**config.mk**
```make
export PLATFORM = sky130hd
export DESIGN_NAME = offset_cal_ctrl
export DESIGN_NICKNAME = d
export VERILOG_FILES = /design/src/rtl/offset_cal_ctrl.sv
export SDC_FILE = /design/constraint.sdc
export NUM_CORES = 1
export LEC_CHECK = 0
export ABC_AREA = 1
export BUFFER_PORTS_ARGS = -buffer_cell sky130_fd_sc_hd__buf_4
export CAP_MARGIN = 20
export CORE_MARGIN = 3
export CORE_UTILIZATION = 25
export CTS_BUF_LIST = sky130_fd_sc_hd__clkbuf_16
export DETAILED_ROUTE_END_ITERATION = 8
export GPL_ROUTABILITY_DRIVEN = 0
export HOLD_SLACK_MARGIN = 0.15
export PLACE_DENSITY = 0.52
export SLEW_MARGIN = 20
export SYNTH_ARGS = -nofsm -noshare
export SYNTH_HDL_FRONTEND = slang
export SYNTH_SLANG_ARGS = --single-unit
```
**constraint.sdc**
```tcl
create_clock -name clk -period 3.3 [get_ports clk]
set_input_delay 0.495 -clock clk [delete_from_list [all_inputs] [get_ports clk]]
set_output_delay 0.495 -clock clk [all_outputs]
set_load 0.005 [all_outputs]
```
**src/rtl/offset_cal_ctrl.sv**
```systemverilog
module offset_cal_ctrl #(
  parameter int NUM_CMP = 63,
  parameter int TRIM_W  = 6,
  parameter int WIN_LEN = 1000,
  localparam int IDX_W  = $clog2(NUM_CMP)
) (
  input  logic                      clk,
  input  logic                      rst,
  input  logic [NUM_CMP-1:0]        cmp_dec,
  output logic                      chop,
  output logic [IDX_W-1:0]          sel_idx,
  output logic [TRIM_W-1:0]         trim_trial,
  output logic [NUM_CMP*TRIM_W-1:0] trim_bank,
  output logic                      done,
  output logic [IDX_W-1:0]          done_idx,
  output logic [TRIM_W-1:0]         done_code
);
  localparam int CNT_W = $clog2(WIN_LEN);
  localparam int ACC_W = $clog2(WIN_LEN + 1) + 1;
  localparam int BIT_W = (TRIM_W > 1) ? $clog2(TRIM_W) : 1;
  localparam logic [TRIM_W-1:0] MID = TRIM_W'(1) << (TRIM_W - 1);

  logic [CNT_W-1:0]        cnt;
  logic signed [ACC_W-1:0] acc;
  logic signed [ACC_W-1:0] sum;
  logic [BIT_W-1:0]        bitp;
  logic [TRIM_W-1:0]       mask;
  logic [TRIM_W-1:0]       decided;
  logic [IDX_W-1:0]        sel_next;
  logic [TRIM_W-1:0]       bank [NUM_CMP];
  logic                    dechop;
  logic                    last;

  assign dechop   = cmp_dec[sel_idx] ^ chop;
  assign sum      = dechop ? acc + ACC_W'(1) : acc - ACC_W'(1);
  assign last     = (cnt == CNT_W'(WIN_LEN - 1));
  assign mask     = TRIM_W'(1) << bitp;
  assign decided  = (sum > 0) ? (trim_trial & ~mask) : trim_trial;
  assign sel_next = (sel_idx == IDX_W'(NUM_CMP - 1)) ? '0 : sel_idx + 1'b1;

  generate
    for (genvar g = 0; g < NUM_CMP; g++) begin : g_bank
      assign trim_bank[g*TRIM_W +: TRIM_W] = bank[g];
    end
  endgenerate

  always_ff @(posedge clk) begin
    if (rst) begin
      cnt        <= '0;
      acc        <= '0;
      chop       <= 1'b0;
      bitp       <= BIT_W'(TRIM_W - 1);
      trim_trial <= MID;
      sel_idx    <= '0;
      done       <= 1'b0;
      done_idx   <= '0;
      done_code  <= '0;
      for (int i = 0; i < NUM_CMP; i++) bank[i] <= MID;
    end else begin
      done <= 1'b0;
      if (!last) begin
        cnt  <= cnt + 1'b1;
        acc  <= sum;
        chop <= ~chop;
      end else begin
        cnt  <= '0;
        acc  <= '0;
        chop <= 1'b0;
        if (bitp == '0) begin
          bank[sel_idx] <= decided;
          done          <= 1'b1;
          done_idx      <= sel_idx;
          done_code     <= decided;
          sel_idx       <= sel_next;
          trim_trial    <= MID;
          bitp          <= BIT_W'(TRIM_W - 1);
        end else begin
          trim_trial <= decided | (mask >> 1);
          bitp       <= bitp - 1'b1;
        end
      end
    end
  end
endmodule

```
==> flow_summary_export.csv <==
group,metric,value,unit
outcome,outcome,"finished, violations left",
outcome,failed_checks,"setup timing",
grt,grt_max_degree,38,
yosys,synth_seq_area_share,70.2,%
setup_path,crit_fanout,26,
clock_network,cts.htree.levels,2,
drt,firstDrtPassIters,5,
worst_hold_path,hold_class,"in -> reg",
drt,drt_iter0_drc,1040,
clock_network,cts.sinks,428,
timing,max_freq,0.261,GHz
cells_and_area,mostFrequentLayoutCell,"buf_4",
job,drv_cap,0,
drt,wl,71100,µm
pwr,vdd_drop_max,0.289,mV
grt,antenna_found_initial,0,
timing,fin_ws,-0.536,ns
setup_path,start_kind,"flop",
placed_design,place_hpwl,45300,µm
pwr,p_sw_share,24.9,%
drt,ant_nets,0,
timing,period_share,116,%
setup_path,worst-r2r-setup-slack,-0.54,ns
yosys,synth_cell_types,40,
pwr,p_int,9.93,mW
pwr,cellLeakagePower,10.3,nW
placed_design,dpl-instance-area,22700,µm²
timing,setup_violations,486,
timing,fin_skew,0.0374,ns
clock_network,root_buffer,"clkbuf_16",
drt,vias,14427,
die,ioPinCount,469,
timing,relSlewSlack,37.8,%
grt,first_global_vias,14104,
timing,drv_slew,0,
setup_path,cp.arrival,4.14,ns
die,fp.coreArea,69200,µm²
die,die_x,271,µm
die,start_util,25.4,%
yosys,yosysTopAreaCellShare,64.5,%
grt,grt_usage,17.0,%
setup_path,cpMostUsedCell,"buf_6",
yosys,synth_area,17600,µm²
yosys,syn-num-nets,1699,
cells_and_area,layout-drive-gt1-share,40.1,%
cells_and_area,finalNetCount,2323,
pwr,comb_power_share,13.8,%
yosys,avgSynthCellArea,10.8,µm²
die,die_y,271,µm
setup_path,crit_family,"simple AND/OR/NAND/NOR gates",
drt,drcViolationCount,0,
grt,grt_pass1_wl,93400,µm
setup_path,cp_data_required_time,3.60,ns
cells_and_area,post-route-util,38.2,%
pwr,power_switching,3.29,mW
drt,viasPerCell,4.48,
yosys,ys.flop_type,"edfxtp_1",
timing,hold_viol_final,0,
yosys,synth_area_leaders,"edfxtp_1 (64%), nor2_1 (9.1%), nand2_1 (6.2%), dfxtp_1 (5.7%), inv_1 (3.6%)",
pwr,p_clk_share,38.8,%
clock_network,clk_latency,0.58,ns
clock_network,clkTransAtPathRegs,0.06,ns
cells_and_area,areaGrowthSynthToFinish,50.0,%
clock_network,cts_inserted_buffers,47,
setup_path,path_class,"reg -> reg",
setup_path,critPathBufInv,9,
yosys,synth-edff-count,378,
pwr,seqPwrFrac,47.3,%
yosys,synth_warnings,0,
setup_path,end_kind,"flop",
yosys,ys_seq_elements,428,
setup_path,crit_path_top_delay_cell,"dfxtp_4",
placed_design,port_buffers,468,
setup_path,cpPeakStageDelay,0.38,ns
cells_and_area,n_antenna_cell,0,
timing,rsz0062_at_grt,"true",
yosys,async_flop_share,0,%
timing,fin_crit,3.84,ns
die,dieArea,73600,µm²
die,fp-row-count,96,
yosys,synth_top_area_cell,"edfxtp_1",
clock_network,cts_tree,"yes",
cells_and_area,final_area,26400,µm²
pwr,power.density,501,nW/µm²
clock_network,cts_buffer_depth,3,
cells_and_area,instances_no_fill,3217,
clock_network,ctsHoldBuffers,0,
grt,grt_overflow,0,
drt,wl_per_cell,22.1,µm
pwr,finalPower,13.2,mW
cells_and_area,layout_common_cells,"buf_4 (572), edfxtp_1 (378), nor2_1 (339), nand2_1 (251), inv_1 (169)",
placed_design,dp.cells,3055,
timing,tns,-181.47,ns
timing,tightest_slew,0.932,ns
yosys,synth_cells,1628,
## layout make-up
class	count	area [µm²]
clock inverters	36	300
fillers	6777	42800
multi-input cells	958	5010
flip-flops and latches	428	12400
clock buffers	47	1180
inverters	174	667
repair buffers	643	5720
well taps	931	1160
## per-stage QoR
stage               worst slack [ns]  hold slack, ns
CTS                           -0.379           0.181
global route                  -0.724           0.208
detailed placement            -0.556           0.448
floorplan                   0.000334           0.418
finish                        -0.536           0.221
global placement              -0.590           0.430
## logic make-up after synthesis
| family | share of synthesized area, % |
|---|---|
| AND/OR/NAND/NOR | 21.0 |
| adder cells (fa/ha/maj) | 0.427 |
| XOR/XNOR | 0.249 |
| flip-flops | 70.2 |
| buffers and inverters | 6.53 |
| AO/OA/AOI/OAI | 1.64 |
## path summary, 6_finish.rpt
| check | start | cells past startpoint | end |
|---|---|---|---|
| setup / recovery | sel_idx[0] | 28 | bank[20][0] |
| hold / removal | rst | 2 | bitp[1] |
| setup reg to reg | sel_idx[0] | 28 | bank[20][0] |
| hold reg to reg | done_code[0] | 2 | done_code[0] |
## layer usage
layer | track usage [%] | wire (µm)
met1 | 21.5 | 29400
met3 | 3.51 | 4670
met5 | 0 | 0
met4 | 4.83 | 2350
met2 | 29.3 | 34700
## timing repair
action                                  4_1_cts  5_1_grt
gates cloned                                  6       27
buffers inserted                             34       14
endpoints found under the setup margin      455      534
resized for setup                            76      212
pin swaps                                    19       44
## power groups by stage
stage          Combinational [mW]  Clock (mW)  Sequential [mW]
2_1_floorplan               0.500           0             6.33
4_1_cts                      1.58        5.22             6.25
3_3_place_gp                 1.28           0             6.36
6_report                     1.83        5.14             6.25
5_1_grt                      1.94        5.43             6.27
3_5_place_dp                 1.28           0             6.36
## registers in the layout (all words and copies together) (netlist names)
| name | cells |
|---|---|
| sel_idx | 6 |
| done_idx | 6 |
| cnt | 10 |
| done | 1 |
| bitp | 3 |
| chop | 1 |
| acc | 11 |
| trim_trial | 6 |
| bank | 378 |
| done_code | 6 |
## cells in the mapped netlist, types with 8 or more instances
library cell  number
a21oi_1           15
buf_2             23
inv_1            170
edfxtp_1         378
nor3_1            17
nor2_1           426
dfxtp_1           50
nand2_4            8
buf_6             27
o21ai_0           18
nand2_2            8
nand2_1          293
clkbuf_1          16
nand3_1          121
Note: power is estimated with default switching activity, not from simulation.
